File: src/rtl/hio_pkg.sv
package hio_pkg;
    typedef enum logic [2:0] {
        ST_IDLE,
        ST_BUS_BUSY,
        ST_START_S,
        ST_HITCMD1,
        ST_HITCMD2,
        ST_HITCMD3,
        ST_TURN_AR,
        ST_OVER_S
    } hio_state_e;

    localparam logic [3:0] CMD_IO_RD = 4'b0010;
    localparam logic [3:0] CMD_IO_WR = 4'b0011;
    localparam logic [1:0] LANE_IDX  = 2'd0;
    localparam logic [1:0] LANE_DAT  = 2'd2;
endpackage

File: src/rtl/hio_decode.sv
module hio_decode
    import hio_pkg::*;
#(
    parameter int          AW      = 32,
    parameter logic [15:0] BASE_HI = 16'h0178,
    parameter logic [15:0] BASE_LO = 16'h0078
) (
    input  logic [AW-1:0] ad,
    input  logic [3:0]    cmd_n,
    input  logic          strap_hi,
    output logic          hit,
    output logic          is_wr,
    output logic [1:0]    lane
);
    logic [AW-1:0] base;

    always_comb begin
        base  = strap_hi ? AW'(BASE_HI) : AW'(BASE_LO);
        is_wr = (cmd_n == CMD_IO_WR);
        lane  = ad[1:0];
        hit   = ((cmd_n == CMD_IO_RD) || (cmd_n == CMD_IO_WR)) &&
                (ad[AW-1:2] == base[AW-1:2]);
    end
endmodule

File: src/rtl/hio_fsm.sv
module hio_fsm
    import hio_pkg::*;
(
    input  logic       clk,
    input  logic       rst_n,
    input  logic       frame_n,
    input  logic       irdy_n,
    input  logic       hit,
    input  logic       is_wr,
    input  logic [1:0] lane_in,
    output hio_state_e state,
    output logic       wr_q,
    output logic [1:0] lane_q,
    output logic       commit,
    output logic       devsel_n,
    output logic       devsel_oe,
    output logic       trdy_n,
    output logic       trdy_oe,
    output logic       ad_oe
);
    hio_state_e nxt;
    logic       nocycle;

    assign nocycle = frame_n && irdy_n;

    always_comb begin
        nxt = state;
        unique case (state)
            ST_IDLE:     if (!frame_n) nxt = hit ? ST_START_S : ST_BUS_BUSY;
            ST_BUS_BUSY: if (nocycle) nxt = ST_IDLE;
            ST_START_S:  nxt = ST_HITCMD1;
            ST_HITCMD1:  nxt = ST_HITCMD2;
            ST_HITCMD2:  nxt = irdy_n ? ST_HITCMD3 : ST_TURN_AR;
            ST_HITCMD3:  if (!irdy_n) nxt = ST_TURN_AR;
            ST_TURN_AR:  nxt = ST_OVER_S;
            ST_OVER_S:   if (nocycle) nxt = ST_IDLE;
            default:     nxt = ST_IDLE;
        endcase
    end

    always_ff @(posedge clk or negedge rst_n) begin
        if (!rst_n) begin
            state  <= ST_IDLE;
            wr_q   <= 1'b0;
            lane_q <= 2'd0;
        end else begin
            state <= nxt;
            if (state == ST_IDLE && !frame_n) begin
                wr_q   <= is_wr;
                lane_q <= lane_in;
            end
        end
    end

    always_comb begin
        logic claim;
        claim     = (state == ST_HITCMD1) || (state == ST_HITCMD2) || (state == ST_HITCMD3);
        devsel_oe = claim || (state == ST_TURN_AR);
        trdy_oe   = devsel_oe;
        devsel_n  = !claim;
        trdy_n    = !((state == ST_HITCMD2) || (state == ST_HITCMD3));
        ad_oe     = claim && !wr_q;
        commit    = !trdy_n && !irdy_n;
    end

    // TRDY# falls only after DEVSEL# was already low
    p_trdy_after_devsel_r4: assert property (@(posedge clk) disable iff (!rst_n)
        $fell(trdy_n) |-> $past(devsel_oe && !devsel_n));
    // transfer is followed by one driven-high clock
    p_turnaround_high_r4: assert property (@(posedge clk) disable iff (!rst_n)
        (!trdy_n && !irdy_n) |=> (devsel_oe && devsel_n && trdy_n));
    // driven-high clock is followed by release
    p_release_r4: assert property (@(posedge clk) disable iff (!rst_n)
        (devsel_oe && devsel_n) |=> !devsel_oe);
    // wait states keep TRDY# low
    p_wait_hold_r11: assert property (@(posedge clk) disable iff (!rst_n)
        (!trdy_n && irdy_n) |=> (!trdy_n && !devsel_n));
endmodule

File: src/rtl/hio_regbank.sv
module hio_regbank
    import hio_pkg::*;
#(
    parameter int               OFS_W     = 8,
    parameter logic [OFS_W-1:0] LOCK_OFS  = 8'hD1,
    parameter int               LOCK_BIT  = 5,
    parameter logic [OFS_W-1:0] STRAP_OFS = 8'hF7,
    parameter int               STRAP_BIT = 7
) (
    input  logic             clk,
    input  logic             rst_n,
    input  logic             strap_hi,
    input  logic             commit,
    input  logic             wr,
    input  logic [1:0]       lane,
    input  logic             be_idx_n,
    input  logic             be_dat_n,
    input  logic [OFS_W-1:0] wd_idx,
    input  logic [7:0]       wd_dat,
    output logic [OFS_W-1:0] index_q,
    output logic [7:0]       rd_dat
);
    localparam int DEPTH = 1 << OFS_W;

    logic [7:0] mem [DEPTH];
    logic [7:0] cur_val;
    logic       unlocked;
    logic       blocked;
    logic       wr_idx, wr_dat;

    assign cur_val  = mem[index_q];
    assign unlocked = mem[LOCK_OFS][LOCK_BIT];
    assign blocked  = !unlocked && (index_q != LOCK_OFS);
    assign wr_idx   = commit && wr && (lane == LANE_IDX) && !be_idx_n;
    assign wr_dat   = commit && wr && (lane == LANE_DAT) && !be_dat_n;

    always_ff @(posedge clk or negedge rst_n) begin
        if (!rst_n) begin
            index_q <= '0;
            for (int i = 0; i < DEPTH; i++) mem[i] <= 8'h00;
        end else begin
            if (wr_idx) index_q <= wd_idx;
            if (wr_dat && !blocked) mem[index_q] <= wd_dat;
        end
    end

    always_comb begin
        rd_dat = cur_val;
        if (index_q == STRAP_OFS && !strap_hi) rd_dat[STRAP_BIT] = 1'b1;
        if (blocked) rd_dat = 8'hFF;
    end

    // a locked data write to another register leaves it untouched
    p_locked_drop_r7: assert property (@(posedge clk) disable iff (!rst_n)
        (wr_dat && blocked) |=> $stable(cur_val));
    // the lock register always accepts a data write
    p_lock_reach_r8: assert property (@(posedge clk) disable iff (!rst_n)
        (wr_dat && index_q == LOCK_OFS) |=> (unlocked == $past(wd_dat[LOCK_BIT])));
endmodule

File: src/rtl/hidden_io_slave.sv
module hidden_io_slave
    import hio_pkg::*;
#(
    parameter int          AW      = 32,
    parameter logic [15:0] BASE_HI = 16'h0178,
    parameter logic [15:0] BASE_LO = 16'h0078
) (
    input  logic          clk,
    input  logic          rst_n,
    input  logic          strap_hi,
    input  logic          frame_n,
    input  logic          irdy_n,
    input  logic [3:0]    cbe_n,
    input  logic [AW-1:0] ad_in,
    output logic [AW-1:0] ad_out,
    output logic          ad_oe,
    output logic          devsel_n,
    output logic          devsel_oe,
    output logic          trdy_n,
    output logic          trdy_oe
);
    logic       hit, is_wr, wr_q, commit;
    logic [1:0] lane, lane_q;
    logic [7:0] index_q, rd_dat;
    hio_state_e state;

    hio_decode #(.AW(AW), .BASE_HI(BASE_HI), .BASE_LO(BASE_LO)) u_dec (
        .ad(ad_in), .cmd_n(cbe_n), .strap_hi(strap_hi),
        .hit(hit), .is_wr(is_wr), .lane(lane)
    );

    hio_fsm u_fsm (
        .clk(clk), .rst_n(rst_n), .frame_n(frame_n), .irdy_n(irdy_n),
        .hit(hit), .is_wr(is_wr), .lane_in(lane), .state(state),
        .wr_q(wr_q), .lane_q(lane_q), .commit(commit),
        .devsel_n(devsel_n), .devsel_oe(devsel_oe),
        .trdy_n(trdy_n), .trdy_oe(trdy_oe), .ad_oe(ad_oe)
    );

    hio_regbank u_regs (
        .clk(clk), .rst_n(rst_n), .strap_hi(strap_hi), .commit(commit),
        .wr(wr_q), .lane(lane_q), .be_idx_n(cbe_n[0]), .be_dat_n(cbe_n[2]),
        .wd_idx(ad_in[7:0]), .wd_dat(ad_in[23:16]),
        .index_q(index_q), .rd_dat(rd_dat)
    );

    always_comb begin
        ad_out = '0;
        if (ad_oe) begin
            ad_out[7:0]   = index_q;
            ad_out[23:16] = rd_dat;
        end
    end

    // configuration commands never leave IDLE toward a claim
    p_cfg_unclaimed_r2: assert property (@(posedge clk) disable iff (!rst_n)
        (state == ST_IDLE && !frame_n && cbe_n[3:1] == 3'b101) |=> (state == ST_BUS_BUSY));
endmodule

File: config.mk
export PLATFORM = sky130hd
export DESIGN_NAME = hidden_io_slave
export DESIGN_NICKNAME = d
export VERILOG_FILES = /design/src/rtl/hio_pkg.sv /design/src/rtl/hio_decode.sv /design/src/rtl/hio_fsm.sv /design/src/rtl/hio_regbank.sv /design/src/rtl/hidden_io_slave.sv
export SDC_FILE = /design/constraint.sdc
export NUM_CORES = 2
export LEC_CHECK = 0
export BUFFER_PORTS_ARGS = -buffer_cell sky130_fd_sc_hd__clkbuf_2
export CORE_MARGIN = 5
export CORE_UTILIZATION = 25
export DETAILED_ROUTE_END_ITERATION = 10
export PLACE_DENSITY = 0.39
export SYNTH_ARGS = -nofsm -noshare
export SYNTH_HDL_FRONTEND = slang
export SYNTH_SLANG_ARGS = --single-unit
export TNS_END_PERCENT = 30
File: constraint.sdc
create_clock -name clk -period 2.7 [get_ports clk]
set_input_delay 0.135 -clock clk [delete_from_list [all_inputs] [get_ports clk]]
set_output_delay 0.135 -clock clk [all_outputs]
set_load 0.05 [all_outputs]
==> out/summary.txt <==
Placed cell area = 0.108 mm^2
Die area = 0.390 mm^2
Unrepaired setup endpoints after global routing = yes
Die Y = 624 um
Fin Clk Skew = 0.0731 ns
Yosys cell types = 58
Routed Antenna Nets = 0
Layout area overhead = 26.3%
Largest net degree at the start of global routing = 132
Commonest non-fill, non-tap cell in the layout = dfrtp_1
Final Max Tran Viols = 0
Pwr per Cell Area = 738 mW/mm^2
Slew margin rel. = 0.288
Endpoints failing setup = 2,050
Hold path depth = 6
Commonest non-fill, non-tap cells in the layout = 2,058 x dfrtp_1, 2,053 x mux2_2, 542 x buf_4
Vias in the first global route = 61,000
CTS Buffer Depth = 4
Num CTS Buffers = 242
Clk slew on worst S/H paths = 0.07 ns
Worst-margin pin slew = 1.07 ns
Die width = 624 um
Top cell type's share of synthesized area = 0.547
DR WL/cell = 27.7 um
Synth Cell Area = 0.0944 mm^2
CTS tree = built
IO Port Bufs = 61
Post-synth EDFFs = 0
Setup Crit Path Kind = flop to output pin
Violated checks = setup timing
Final Hold Fails = 0
#FFs+latches synth = 2,062
Critical Path AT = 4.50 ns
Max VDD drop = 0.605 mV
CP Max Fanout = 12
Element type at the critical path end = output pin
Post-layout net count = 6,778
Total grt overflow = 0
Via density = 4.73
Post-Syn Area per Cell = 15.8 um^2
Reg2reg path depth = 11
Setup ws final = -1.93 ns
Wirelength, routed = 332,000 um
Clock Sinks = 2,062
Static leakage = 55.5 nW
YS warnings = 0
Drt pass-1 iters = 7
GR Util met1 = 0.233
Setup total negative slack = -378.34 ns
Layout cells sized above 1 = 0.614
Area occupied by registers = 0.0516 mm^2
Final Cell Area = 0.119 mm^2
Status = finished, violations left
Worst skew pair latency = 0.93 ns
Tcrit/Tclk final = 1.72
GR Util met3 = 0.0167
Worst min path class = input port to flop
# DRC = 0
MaxCap Viol Count = 0
Initial core utilization = 0.251
Asr flop ratio synth = 1.00
Root Driver = clkbuf_16
Fmax = 0.216 GHz
Met2 Use GR = 0.280
Final Critical Period = 4.63 ns
Initial antenna violation count = 8
First DRT Iteration DRCs = 2,935
Area of the multi-input gates = 0.0419 mm^2
Sequential area share after synthesis = 0.547
Req. time, crit path = 2.57 ns
Vias = 56,600
Synth top area cells = dfrtp_1 55%, mux2_2 24%, mux4_2 12%
Core box area = 0.376 mm^2
Cell taking the most area after synthesis = dfrtp_1
Row cnt = 225
Terminus of the critical flop-to-flop path = u_regs.mem[1686]$_DFFE_PN0P_
First-pass GRT wire length = 477,000 um
Fillers = 36,800
Post-Synthesis Cells = 5,981
HP Start = cbe_n[2]
Hold endpoint = u_regs.mem[373]$_DFFE_PN0P_
Grt peak-use layer = met2
GRT Total Usage = 0.167
Synth Flop Type = dfrtp_1
I/O pin cnt = 78
Worst r2r src = u_regs.index_q[1]$_DFFE_PN0P_
Dpl hpwl = 221,000 um
Placer's final routability congestion estimate = 0.787
CP Launch Type = flop
H-tree Lvls = 4
Reg-to-reg slack, setup = -0.43 ns
## cells in the mapped netlist (3+ instances only)
cell       number
a221oi_1       14
a31oi_1         3
o21ai_0        15
clkbuf_1      307
and2_1          9
dfrtp_1      2062
or3b_2          3
nand2_2       102
buf_6           9
a211oi_1        3
mux2i_1        83
a22oi_1       125
nand2b_1       12
mux4_2        517
nor3_2         13
nand3_1        12
buf_2          69
buf_4          46
inv_1           5
buf_1          24
or3_1           4
mux2_2       2053
or2_2           4
nor2_1         39
nor4_1         23
nor3_1         16
nand4_1         9
o22ai_1        45
nor2_2        118
a21oi_1        68
nand3_2         4
nand2_1        85
a22o_1         10
mux2_1          5
o21a_1          7
nor2_8         10
a2111oi_0       3
nand3b_1        4
nor2b_1        12
o211ai_1        3
## kinds of logic (layout without fill, tap and decap cells)
family | after synthesis | after routing | synth area share
other cells | 1 | 48 | 0.0000397
buf+inv | 460 | 1398 | 0.0218
simple gates | 487 | 487 | 0.0311
compound gates | 311 | 311 | 0.0224
flops | 2062 | 2062 | 0.547
xor+xnor | 2 | 2 | 0.000186
mux | 2658 | 2658 | 0.378
## worst max-delay path by stage
stage,start,endpoint,slack [ns],cells past startpoint
2_1_floorplan,u_regs.index_q[1]$_DFFE_PN0P_,ad_out[16],-0.007,10
3_3_place_gp,u_regs.index_q[0]$_DFFE_PN0P_,ad_out[23],-1.96,12
3_5_place_dp,u_regs.index_q[0]$_DFFE_PN0P_,ad_out[23],-1.94,12
4_1_cts,u_regs.index_q[0]$_DFFE_PN0P_,ad_out[23],-1.92,12
5_1_grt,u_regs.index_q[0]$_DFFE_PN0P_,ad_out[21],-1.93,11
6_report,u_regs.index_q[0]$_DFFE_PN0P_,ad_out[19],-1.93,12
## sequential cells by signal, summed over array words and instances, names as in the netlist
signal          cells
u_fsm.lane_q        2
u_fsm.state         3
u_fsm.wr_q          1
u_regs.index_q      8
u_regs.mem       2048
## critical path, cell delays in order, from the launching register on
cell       delay [ns]
dfrtp_4          0.54
buf_12           0.15
buf_16           0.16
buf_12           0.18
clkbuf_16        0.20
mux4_2           0.37
a22oi_1          0.07
a21oi_1          0.48
nor4_1           0.13
buf_4            0.17
o22ai_1          0.56
o21a_4           0.28
clkbuf_4         0.25
## metrics by stage
stage          utilization  hold slack (ns)  std cells  total power, mW  setup slack, ns
2_1_floorplan            -           -0.161       5996             41.1         -0.00667
3_3_place_gp         0.288            0.111      11400             52.5            -1.96
3_5_place_dp         0.288            0.109      11400             52.4            -1.94
4_1_cts              0.314           0.0651      11900             88.3            -1.92
5_1_grt              0.317            0.118      12000             91.4            -1.93
6_report             0.317            0.159      12000             88.0            -1.93
## metal layers
layer | vias to the layer above | part of all wire
met5 | - | 0
met4 | 0 | 0.026
met3 | 358 | 0.028
met2 | 809 | 0.49
met1 | 31400 | 0.46
li1 | 24100 | -
## layout make-up
cell class | count | share of cell area
Sequential cell | 2062 | 0.433
Multi-Input combinational cell | 3474 | 0.352
Timing Repair Buffer | 952 | 0.0941
Clock buffer | 374 | 0.0610
Tap cell | 4994 | 0.0524
Clock inverter | 67 | 0.00694
Antenna cell | 32 | 0.000672
Inverter | 5 | 0.000189
## where the power goes
| group | switching [mW] | total, mW | internal (mW) |
|---|---|---|---|
| Clock | 13.8 | 33.5 | 19.7 |
| Sequential | 0.159 | 31.2 | 31.0 |
| Combinational | 14.0 | 23.3 | 9.29 |
## repair_timing
action                                  4_1_cts  5_1_grt
pin swaps                                    23       25
endpoints found under the setup margin     2051     2054
hold buffers                                 35        0
gates cloned                                  7        9
buffers inserted                             32       41
resized for setup                           152      141
hold endpoints to repair                   2640        0
No activity file was read; power rests on OpenSTA's default activity.
